### src/rtl/ssc_pkg.sv
package ssc_pkg;
  parameter int DATA_W = 16;
  localparam int IDX_W = $clog2(DATA_W);
  localparam int CODE_W = 3;

  typedef struct packed {
    logic             sw_lvl;
    logic             sw_sel;
    logic             wide;
    logic             lsb_first;
    logic [CODE_W-1:0] code;
    logic             master;
    logic             en;
  } ctrl_t;

  // highest bit index used by the selected frame width
  function automatic logic [IDX_W-1:0] last_idx(input logic wide);
    return wide ? IDX_W'(DATA_W - 1) : IDX_W'(DATA_W / 2 - 1);
  endfunction

  // buffer bit that travels at wire position i
  function automatic logic [IDX_W-1:0] bit_pos(input logic [IDX_W-1:0] i,
                                               input logic lsb_first,
                                               input logic wide);
    return lsb_first ? i : last_idx(wide) - i;
  endfunction

  // clk cycles in one half period of the shift clock
  function automatic int unsigned half_len(input logic [CODE_W-1:0] code);
    return 32'd1 << code;
  endfunction
endpackage

### src/rtl/ssc_baud.sv
module ssc_baud
  import ssc_pkg::*;
#(
  parameter int CW = CODE_W
) (
  input  logic          clk,
  input  logic          rst_n,
  input  logic          run,
  input  logic [CW-1:0] code,
  output logic          tick
);
  localparam int CNT_W = (1 << CW) - 1;

  logic [CNT_W-1:0] cnt;
  logic [CNT_W-1:0] limit;

  assign limit = CNT_W'(half_len(code) - 1);
  assign tick  = run && (cnt >= limit);

  always_ff @(posedge clk or negedge rst_n) begin
    if (!rst_n)      cnt <= '0;
    else if (!run)   cnt <= '0;
    else if (tick)   cnt <= '0;
    else             cnt <= cnt + 1'b1;
  end

  p_tick_run_r2: assert property (@(posedge clk) disable iff (!rst_n)
    tick |-> run);
  p_tick_gap_r2: assert property (@(posedge clk) disable iff (!rst_n)
    (tick && code != '0 && $past(run)) |=> (!tick || code == '0));
endmodule

### src/rtl/ssc_shifter.sv
module ssc_shifter
  import ssc_pkg::*;
#(
  parameter int DW = DATA_W,
  parameter int IW = IDX_W
) (
  input  logic          clk,
  input  logic          rst_n,
  input  logic          en,
  input  logic          master,
  input  logic          lsb_first,
  input  logic          wide,
  input  logic          tick,
  input  logic          start,
  input  logic          tx_avail,
  input  logic [DW-1:0] tx_data,
  input  logic          sel,
  input  logic          sclk_i,
  input  logic          sin_i,
  output logic          busy,
  output logic          sclk_o,
  output logic          sout_o,
  output logic          frame_done,
  output logic          slave_take,
  output logic [DW-1:0] rx_word
);
  localparam int SYNC_N = 3;

  logic [SYNC_N-1:0] sync;
  logic [IW-1:0]     idx;
  logic [DW-1:0]     sh;
  logic [DW-1:0]     src;
  logic [IW-1:0]     pos;
  logic              last;
  logic              rise_s, fall_s;
  logic              m_fall, s_fall;

  assign pos    = bit_pos(idx, lsb_first, wide);
  assign last   = (idx == last_idx(wide));
  assign rise_s = sync[1] && !sync[2];
  assign fall_s = !sync[1] && sync[2];
  assign m_fall = en && master && busy && tick && sclk_o;
  assign s_fall = en && !master && sel && busy && fall_s;
  assign frame_done = (m_fall || s_fall) && last;
  assign slave_take = en && !master && sel && rise_s && !busy && tx_avail;

  assign src    = (!master && !busy) ? (tx_avail ? tx_data : '0) : sh;
  assign sout_o = src[pos];

  always_ff @(posedge clk or negedge rst_n) begin
    if (!rst_n) sync <= '0;
    else        sync <= {sync[SYNC_N-2:0], sclk_i};
  end

  always_ff @(posedge clk or negedge rst_n) begin
    if (!rst_n) begin
      busy    <= 1'b0;
      sclk_o  <= 1'b0;
      idx     <= '0;
      sh      <= '0;
      rx_word <= '0;
    end else if (!en) begin
      busy   <= 1'b0;
      sclk_o <= 1'b0;
      idx    <= '0;
    end else if (master) begin
      if (start) begin
        busy    <= 1'b1;
        sclk_o  <= 1'b0;
        idx     <= '0;
        sh      <= tx_data;
        rx_word <= '0;
      end else if (busy && tick) begin
        sclk_o <= !sclk_o;
        if (!sclk_o) begin
          rx_word[pos] <= sin_i;
        end else if (last) begin
          busy <= 1'b0;
          idx  <= '0;
        end else begin
          idx <= idx + 1'b1;
        end
      end
    end else begin
      sclk_o <= 1'b0;
      if (!sel) begin
        busy <= 1'b0;
        idx  <= '0;
      end else begin
        if (rise_s) begin
          if (!busy) begin
            busy    <= 1'b1;
            sh      <= tx_avail ? tx_data : '0;
            rx_word <= '0;
          end
          rx_word[pos] <= sin_i;
        end else if (fall_s && busy) begin
          if (last) begin
            busy <= 1'b0;
            idx  <= '0;
          end else begin
            idx <= idx + 1'b1;
          end
        end
      end
    end
  end

  p_idle_low_r4: assert property (@(posedge clk) disable iff (!rst_n)
    !busy |-> !sclk_o);
  p_disabled_idle_r3: assert property (@(posedge clk) disable iff (!rst_n)
    !en |=> (!busy && !sclk_o));
  p_done_once_r6: assert property (@(posedge clk) disable iff (!rst_n)
    frame_done |=> !frame_done);
endmodule

### src/rtl/sync_serial_ctrl.sv
module sync_serial_ctrl
  import ssc_pkg::*;
(
  input  logic        clk,
  input  logic        rst_n,
  input  logic        bus_wr,
  input  logic        bus_rd,
  input  logic [1:0]  bus_addr,
  input  logic [15:0] bus_wdata,
  output logic [15:0] bus_rdata,
  output logic        sclk_o,
  input  logic        sclk_i,
  output logic        sout_o,
  input  logic        sin_i,
  input  logic        ssel_n_i,
  output logic        ssel_n_o,
  output logic        irq_rx,
  output logic        irq_tx,
  output logic        irq_err
);
  localparam logic [1:0] A_CTRL = 2'd0;
  localparam logic [1:0] A_OPTS = 2'd1;
  localparam logic [1:0] A_DATA = 2'd2;
  localparam logic [1:0] A_STAT = 2'd3;
  localparam int CTRL_W = $bits(ctrl_t);

  ctrl_t             ctrl;
  logic              ss_oe, ie_rx, ie_tx, ie_err;
  logic [DATA_W-1:0] tx_buf, rx_buf, rx_word;
  logic              tx_full, rx_full, overrun;
  logic              busy, tick, start, frame_done, slave_take, sel;
  logic              wr_data, rd_data, rd_stat;
  logic [DATA_W-1:0] rx_masked;

  assign wr_data = bus_wr && bus_addr == A_DATA;
  assign rd_data = bus_rd && bus_addr == A_DATA;
  assign rd_stat = bus_rd && bus_addr == A_STAT;
  assign sel     = ctrl.sw_sel ? !ctrl.sw_lvl : !ssel_n_i;
  assign start   = ctrl.en && ctrl.master && tx_full && !busy;
  assign rx_masked = ctrl.wide ? rx_word : (rx_word & DATA_W'((1 << (DATA_W / 2)) - 1));

  ssc_baud u_baud (
    .clk  (clk),
    .rst_n(rst_n),
    .run  (busy && ctrl.master && ctrl.en),
    .code (ctrl.code),
    .tick (tick)
  );

  ssc_shifter u_shift (
    .clk       (clk),
    .rst_n     (rst_n),
    .en        (ctrl.en),
    .master    (ctrl.master),
    .lsb_first (ctrl.lsb_first),
    .wide      (ctrl.wide),
    .tick      (tick),
    .start     (start),
    .tx_avail  (tx_full),
    .tx_data   (tx_buf),
    .sel       (sel),
    .sclk_i    (sclk_i),
    .sin_i     (sin_i),
    .busy      (busy),
    .sclk_o    (sclk_o),
    .sout_o    (sout_o),
    .frame_done(frame_done),
    .slave_take(slave_take),
    .rx_word   (rx_word)
  );

  always_ff @(posedge clk or negedge rst_n) begin
    if (!rst_n) begin
      ctrl   <= '0;
      ss_oe  <= 1'b0;
      ie_rx  <= 1'b0;
      ie_tx  <= 1'b0;
      ie_err <= 1'b0;
    end else if (bus_wr) begin
      if (bus_addr == A_CTRL) ctrl <= ctrl_t'(bus_wdata[CTRL_W-1:0]);
      if (bus_addr == A_OPTS) {ie_err, ie_tx, ie_rx, ss_oe} <= bus_wdata[3:0];
    end
  end

  always_ff @(posedge clk or negedge rst_n) begin
    if (!rst_n) begin
      tx_buf  <= '0;
      tx_full <= 1'b0;
    end else if (wr_data) begin
      tx_buf  <= bus_wdata;
      tx_full <= 1'b1;
    end else if (start || slave_take) begin
      tx_full <= 1'b0;
    end
  end

  always_ff @(posedge clk or negedge rst_n) begin
    if (!rst_n) begin
      rx_buf  <= '0;
      rx_full <= 1'b0;
      overrun <= 1'b0;
    end else begin
      if (rd_stat) overrun <= 1'b0;
      if (frame_done && rx_full && !rd_data) begin
        overrun <= 1'b1;
      end else if (frame_done) begin
        rx_buf  <= rx_masked;
        rx_full <= 1'b1;
      end else if (rd_data) begin
        rx_full <= 1'b0;
      end
    end
  end

  always_comb begin
    unique case (bus_addr)
      A_CTRL:  bus_rdata = 16'(ctrl);
      A_OPTS:  bus_rdata = {12'd0, ie_err, ie_tx, ie_rx, ss_oe};
      A_DATA:  bus_rdata = rx_buf;
      default: bus_rdata = {12'd0, busy, overrun, !tx_full, rx_full};
    endcase
  end

  assign ssel_n_o = !(ctrl.master && ss_oe && busy);
  assign irq_rx   = ie_rx && rx_full;
  assign irq_tx   = ie_tx && !tx_full;
  assign irq_err  = ie_err && overrun;

  p_overrun_keep_r12: assert property (@(posedge clk) disable iff (!rst_n)
    (frame_done && rx_full && !rd_data) |=> ($stable(rx_buf) && overrun));
  p_tx_hold_r3: assert property (@(posedge clk) disable iff (!rst_n)
    (!ctrl.en && !wr_data && tx_full) |=> tx_full);
  p_ssel_master_r9: assert property (@(posedge clk) disable iff (!rst_n)
    !ssel_n_o |-> (ctrl.master && busy));
  p_err_needs_flag_r11: assert property (@(posedge clk) disable iff (!rst_n)
    irq_err |-> overrun);
  p_take_clears_r10: assert property (@(posedge clk) disable iff (!rst_n)
    (start && !wr_data) |=> !tx_full);
endmodule

### config.mk
export PLATFORM = sky130hd
export DESIGN_NAME = sync_serial_ctrl
export DESIGN_NICKNAME = d
export VERILOG_FILES = /design/src/rtl/ssc_pkg.sv /design/src/rtl/ssc_baud.sv /design/src/rtl/ssc_shifter.sv /design/src/rtl/sync_serial_ctrl.sv
export SDC_FILE = /design/constraint.sdc
export NUM_CORES = 1
export LEC_CHECK = 0
export ABC_CLOCK_PERIOD_IN_PS = 4860
export BUFFER_PORTS_ARGS = -buffer_cell sky130_fd_sc_hd__buf_4
export CORE_MARGIN = 1
export CORE_UTILIZATION = 45
export CTS_BUF_LIST = sky130_fd_sc_hd__clkbuf_8 sky130_fd_sc_hd__clkbuf_16
export DETAILED_ROUTE_END_ITERATION = 10
export GPL_TIMING_DRIVEN = 0
export PLACE_DENSITY_LB_ADDON = 0.2
export SLEW_MARGIN = 20
export SYNTH_ARGS = -nofsm -noshare
export SYNTH_HDL_FRONTEND = slang
export SYNTH_SLANG_ARGS = --single-unit
export TNS_END_PERCENT = 1
### constraint.sdc
create_clock -name clk -period 4.86 [get_ports clk]
set_clock_uncertainty 0.1 [all_clocks]
set_input_delay 0.972 -clock clk [delete_from_list [all_inputs] [get_ports clk]]
set_output_delay 0.972 -clock clk [all_outputs]
set_load 0.1 [all_outputs]
==> results of run 1 <==
==> metal layers <==
metal  wire [um]  part of all wire
met2        5940              0.49
met4         183             0.015
met1        5390              0.45
met5           0                 0
met3         541             0.045
==> state kept, by name, summed over array words and instances (netlist names) <==
name / flops
u_shift.rx_word: 16
tx_buf: 16
rx_buf: 16
ie_tx: 1
ss_oe: 1
u_shift.sclk_o: 1
u_shift.sync: 3
u_shift.idx: 4
ie_rx: 1
rx_full: 1
ie_err: 1
tx_full: 1
u_shift.sh: 16
overrun: 1
ctrl: 9
u_shift.busy: 1
u_baud.cnt: 7
==> worst max-delay path, cell delays in order (launching register included) <==
cell and delay (ps):
dfrtp_1 420, buf_2 210, nor2b_1 190, mux2i_1 790
o22ai_1 230, or3_1 400, o2111ai_1 140, buf_4 340
==> final timing paths <==
path                            startpoint                 end  slack, ps
hold reg to reg            u_shift.sync[0]     u_shift.sync[1]        280
hold / removal             u_shift.sync[0]     u_shift.sync[1]        280
min in group asynchronous            rst_n       u_baud.cnt[1]        590
setup reg to reg                   ctrl[3]  u_shift.rx_word[8]       1750
max in group asynchronous            rst_n  u_shift.rx_word[8]       3460
setup / recovery            u_shift.idx[1]              sout_o        710
==> per-stage QoR <==
step	utilization	std cells
after floorplan	-	500
after global placement	0.513	686
after detailed placement	0.513	686
after CTS	0.538	702
after global routing	0.538	702
final	0.538	702
==> Yosys cell counts, drive strengths merged (2+ instances only) <==
library cell | instances | area share
buf | 9 | 0.010
xnor2 | 5 | 0.010
clkbuf | 15 | 0.011
o31ai | 4 | 0.0086
mux2i | 22 | 0.043
nand3 | 8 | 0.0079
a21o | 3 | 0.0044
mux4 | 8 | 0.035
a22oi | 2 | 0.0029
and3 | 2 | 0.0025
nor3b | 3 | 0.0066
o22ai | 4 | 0.0049
or3 | 2 | 0.0025
nand2 | 60 | 0.044
or2 | 3 | 0.0037
nand3b | 7 | 0.010
a211oi | 2 | 0.0029
mux2 | 42 | 0.094
o211ai | 2 | 0.0029
o2111ai | 2 | 0.0047
ha | 9 | 0.022
nor2 | 51 | 0.038
o21ai | 66 | 0.065
a31oi | 4 | 0.0049
o31a | 2 | 0.0034
nor4 | 2 | 0.0025
nor2b | 8 | 0.0098
inv | 17 | 0.013
dfrtp | 96 | 0.47
a21oi | 12 | 0.012
xor2 | 2 | 0.0034
nor3 | 5 | 0.0059
and2 | 11 | 0.014
o221ai | 3 | 0.0052
==> where the power goes <==
part           total (W)  switching, W  internal (W)
logic            0.00102      0.000663      0.000358
clock network   0.000641      0.000288      0.000353
registers        0.00104      0.000113      0.000924
total            0.00270       0.00106       0.00164
==> layout make-up <==
type                            count  area (um^2)  area share
Sequential cell                    96         2400       0.408
Multi-Input combinational cell    363         2510       0.427
Timing Repair Buffer               46          349      0.0593
Clock buffer                       10          239      0.0406
Buffer                             24          109      0.0185
Inverter                           17         63.8      0.0108
Tap cell                          140          175      0.0298
Clock inverter                      6         30.0     0.00510
==> kinds of logic (layout without fill, tap and decap cells) <==
group / after synthesis / count (layout)
AOI/OAI and AO/OA: 111 / 111
xor gates and xnor gates: 7 / 7
adders and majority gates: 9 / 9
buffers and inverters: 41 / 103
DFF: 96 / 96
muxes: 72 / 72
and+or+nand+nor: 164 / 164
==> results.sh, run 1 <==
export IMPL_hold_worst_slack_ps=278
export IMPL_yosysWarnings=0
export IMPL_yosys_area_share_simple=0.151
export IMPL_die_h_um=108
export IMPL_synth_fa_ha_area_frac=0.0221
export IMPL_hold_violations=0
export IMPL_p_leak_nw=2.61
export IMPL_setup_slack_ps=710
export IMPL_gp_congestion=0.847
export IMPL_grt_max_degree=97
export IMPL_critPathMaxFanout=10
export IMPL_min_period_over_period=0.854
export IMPL_status="completed"
export IMPL_gr_total_overflow=0
export IMPL_die_w_um=108
export IMPL_track_usage=0.225
export IMPL_yosys_cell_types_count=51
export IMPL_endpoint_kind="output pin"
export IMPL_n_antenna_cell=0
export IMPL_root_buffer="clkbuf_16"
export IMPL_grtUsageMet3=0.0332
export IMPL_synth_edf_count=0
export IMPL_cts_tree="built"
export IMPL_drt_wl_total_um=12100
export IMPL_final_max_slew_violation_count=0
export IMPL_final_cell_mix="dfrtp_1, o21ai_0, nand2_1"
export IMPL_fin_tns_setup_ps=0
export IMPL_worstHoldPathCells=0
export IMPL_post_dp_cell_area_um2=5610
export IMPL_antenna_found_initial=0
export IMPL_fill_cells=991
export IMPL_numCtsBuffers=9
export IMPL_hp_class="flop to flop"
export IMPL_avgSynthCellArea_um2=10.2
export IMPL_hpwl_um=8730
export IMPL_clock_sinks=96
export IMPL_ctsLongestPathBuffers=2
export IMPL_fmax_mhz=241
export IMPL_antenna_left=0
export IMPL_worst_slew_pin_slew_ps=1000
export IMPL_drive_above_1_share=0.224
export IMPL_reg2reg_depth=9
export IMPL_synth_async_sr_flop_share=1.00
export IMPL_clkSlewWorstSetupHoldPaths_ps=70
export IMPL_critPathKind="flop to output pin"
export IMPL_coreArea_um2=10900
export IMPL_drc=0
export IMPL_worstPathRequired_ps=3790
export IMPL_cp_arrival_ps=3080
export IMPL_rows=38
export IMPL_synth_ff_type="dfrtp_1"
export IMPL_synth_seq_area_share=0.472
export IMPL_synth_seq_cells=96
export IMPL_layout_nets=591
export IMPL_max_slew_margin=0.314
export IMPL_syn_nets=534
export IMPL_wl_per_cell_um=17.2
export IMPL_die_area_um2=11700
export IMPL_cts_resized=0
export IMPL_start_kind="flop"
export IMPL_grt_pass1_wl_um=19900
export IMPL_synth_top_family_by_area="multiplexers"
export IMPL_post_place_ws_ps=1070
export IMPL_drtIter0Drc=211
export IMPL_io_pins=47
export IMPL_syn_instance_count=500
export IMPL_vias=3948
export IMPL_period_minus_slack_ps=4150
export IMPL_synth_compound_area_frac=0.134
export IMPL_final_setup_viol_count=0
export IMPL_postCtsHoldBufs=0
export IMPL_htreeDepth=3
export IMPL_final_area_um2=5880
export IMPL_start_util=0.465
export IMPL_gr_usage_met1=0.300
export IMPL_synth_mux_area_frac=0.173
export IMPL_post_cts_setup_buffers=0
export IMPL_syn2layout_area_growth_pct=15.6
export IMPL_power_density_nw_per_um2=459
export IMPL_grt_pass1_vias=3824
export IMPL_top_usage_layer="met2"
export IMPL_power_w=0.00270
export IMPL_drt_pass1_iter_count=5
export IMPL_synth_xor_xnor_area_share=0.0135
export IMPL_portBuffers=46
export IMPL_grtUsageMet2=0.379
export IMPL_rsz0062_at_grt="no"
export IMPL_viasPerCell=5.62
export IMPL_ir_drop_mv=0.399
export IMPL_worstSkewPairLatency_ps=340
export IMPL_netlist_area_um2=5090
export IMPL_maxCapViolations=0
export IMPL_final_common_cell="dfrtp_1"
Power figures use the tool's default switching activity.
==> run 2, diff against run 1 <==
--- a/config.mk
+++ b/config.mk
@@ -5,14 +5,12 @@
 export SDC_FILE = /design/constraint.sdc
 export NUM_CORES = 1
 export LEC_CHECK = 0
-export ABC_CLOCK_PERIOD_IN_PS = 4860
 export BUFFER_PORTS_ARGS = -buffer_cell sky130_fd_sc_hd__buf_4
 export CORE_MARGIN = 1
 export CORE_UTILIZATION = 45
-export CTS_BUF_LIST = sky130_fd_sc_hd__clkbuf_8 sky130_fd_sc_hd__clkbuf_16
+export CTS_BUF_LIST = sky130_fd_sc_hd__clkbuf_4
 export DETAILED_ROUTE_END_ITERATION = 10
 export GPL_TIMING_DRIVEN = 0
-export PLACE_DENSITY_LB_ADDON = 0.2
 export SLEW_MARGIN = 20
 export SYNTH_ARGS = -nofsm -noshare
 export SYNTH_HDL_FRONTEND = slang
==> run 2 against run 1 <==
Flip-flop and latch count unchanged. Register-to-register slack gained 40 ps. Routed wire length decreased by 2.4%. Critical path depth did not move. Cell area down 2.7%. Die area is the same. Power decreased by 10%. Via count fell by 2.0%. Largest cell class unchanged. Highest routed layer unchanged.
==> results.sh, run 2 (synthesized netlist as in run 1, its figures left out) <==
export IMPL_status="completed"
export IMPL_final_cell_mix="dfrtp_1, o21ai_0, nand2_1"
export IMPL_rows=38
export IMPL_vias=3868
export IMPL_antenna_left=0
export IMPL_fmax_mhz=236
export IMPL_root_buffer="clkbuf_4"
export IMPL_worstSkewPairLatency_ps=460
export IMPL_fin_util=0.524
export IMPL_numCtsBuffers=9
export IMPL_final_setup_viol_count=0
export IMPL_drtIter0Drc=246
export IMPL_wl_per_cell_um=16.8
export IMPL_drt_pass1_iter_count=5
export IMPL_die_area_um2=11700
export IMPL_gp_congestion=0.841
export IMPL_postCtsHoldBufs=0
export IMPL_fin_tns_setup_ps=0
export IMPL_max_stage_delay_ps=780
export IMPL_endpoint_kind="output pin"
export IMPL_clock_sinks=96
export IMPL_post_cts_setup_buffers=0
export IMPL_drc=0
export IMPL_maxCapViolations=0
export IMPL_p_leak_nw=2.54
export IMPL_coreArea_um2=10900
export IMPL_ir_drop_mv=0.303
export IMPL_ctsLongestPathBuffers=2
export IMPL_grt_max_degree=97
export IMPL_max_slew_margin=0.324
export IMPL_cts_tree="built"
export IMPL_final_max_slew_violation_count=0
export IMPL_antenna_found_initial=0
export IMPL_path_cells="buf_2 > nor2b_1 > mux2i_1 > o22ai_1 > or3_1 > o2111ai_1 > buf_4"
export IMPL_final_common_cell="dfrtp_1"
export IMPL_cp_arrival_ps=3160
export IMPL_critPathMaxFanout=10
export IMPL_worstPathRequired_ps=3790
export IMPL_multiInputGateArea_um2=2510
export IMPL_critPathKind="flop to output pin"
export IMPL_fill_cells=1018
export IMPL_period_minus_slack_ps=4240
export IMPL_seq_area_um2=2400
export IMPL_rsz0062_at_grt="no"
export IMPL_drive_above_1_share=0.230
export IMPL_cpMaxStageDelayCell="mux2i_1"
export IMPL_min_period_over_period=0.872
export IMPL_hold_violations=0
export IMPL_die_w_um=108
export IMPL_viasPerCell=5.51
export IMPL_gr_total_overflow=0
export IMPL_layout_nets=591
export IMPL_start_util=0.465
export IMPL_track_usage=0.216
export IMPL_die_h_um=108
export IMPL_start_kind="flop"
export IMPL_power_density_nw_per_um2=423
export IMPL_io_pins=47
export IMPL_grt_pass1_wl_um=19100
export IMPL_hpwl_um=8430
export IMPL_n_antenna_cell=0
export IMPL_hp_class="flop to flop"
export IMPL_syn2layout_area_growth_pct=12.5
export IMPL_htreeDepth=3
export IMPL_cts_resized=0
export IMPL_drt_wl_total_um=11800
export IMPL_clkSlewWorstSetupHoldPaths_ps=150
export IMPL_worst_slew_pin_slew_ps=986
export IMPL_grt_pass1_vias=3714
export IMPL_portBuffers=46
==> run 2: changes by cell type in the layout (fill, tap and decap cells not counted), sizes merged <==
cell      before  now
clkbuf        25   27
clkinv         0    3
clkinvlp       2    1
inv           21   17
==> run 2: power breakdown <==
group,internal (W),total (W),switching [W]
clock,0.000120,0.000384,0.000264
combinational,0.000358,0.00101,0.000656
sequential,0.000922,0.00103,0.000105
total,0.00140,0.00242,0.00102
==> run 2: routing by layer <==
metal / up-vias / global-route usage / part of all wire
met5: - / 0 / 0
met3: 12 / 0.0289 / 0.042
met2: 80 / 0.348 / 0.47
met4: 0 / 0.0820 / 0.013
met1: 1897 / 0.296 / 0.48
li1: 1879 / - / -
==> run 2: worst paths after layout <==
| kind | end | cells after the start | slack (ps) | start |
|---|---|---|---|---|
| max | sout_o | 7 | 620 | u_shift.idx[1] |
| min | u_shift.sync[1] | 0 | 270 | u_shift.sync[0] |
| max reg2reg | u_shift.rx_word[8] | 9 | 1790 | ctrl[3] |
| min reg2reg | u_shift.sync[1] | 0 | 270 | u_shift.sync[0] |
| max in group asynchronous | u_shift.sh[13] | 1 | 3580 | rst_n |
| min in group asynchronous | u_baud.cnt[1] | 1 | 470 | rst_n |
==> run 2: area by class of cell <==
cell class                      instances  share of cell area
Clock buffer                           12              0.0157
Tap cell                              140              0.0306
Buffer                                 24              0.0190
Clock inverter                          4             0.00372
Multi-Input combinational cell        363               0.439
Timing Repair Buffer                   46              0.0610
Sequential cell                        96               0.420
Inverter                               17              0.0111
==> run 2: worst max-delay path, delay by kind of cell (launching register included) <==
kind            cells  cell delay (ps)
buf+inv             2              530
flops               1              440
mux                 1              780
compound gates      2              360
simple gates        2              590
==> run 2: through the flow <==
stage	cells	hold slack (ps)	area, um^2	total power [W]	worst slack [ps]
floorplan	500	231	5090	0.00178	959
global placement	686	236	5610	0.00203	1080
detailed placement	686	237	5610	0.00205	1160
CTS	702	270	5730	0.00243	614
global route	702	274	5730	0.00258	476
finish	702	265	5730	0.00242	623
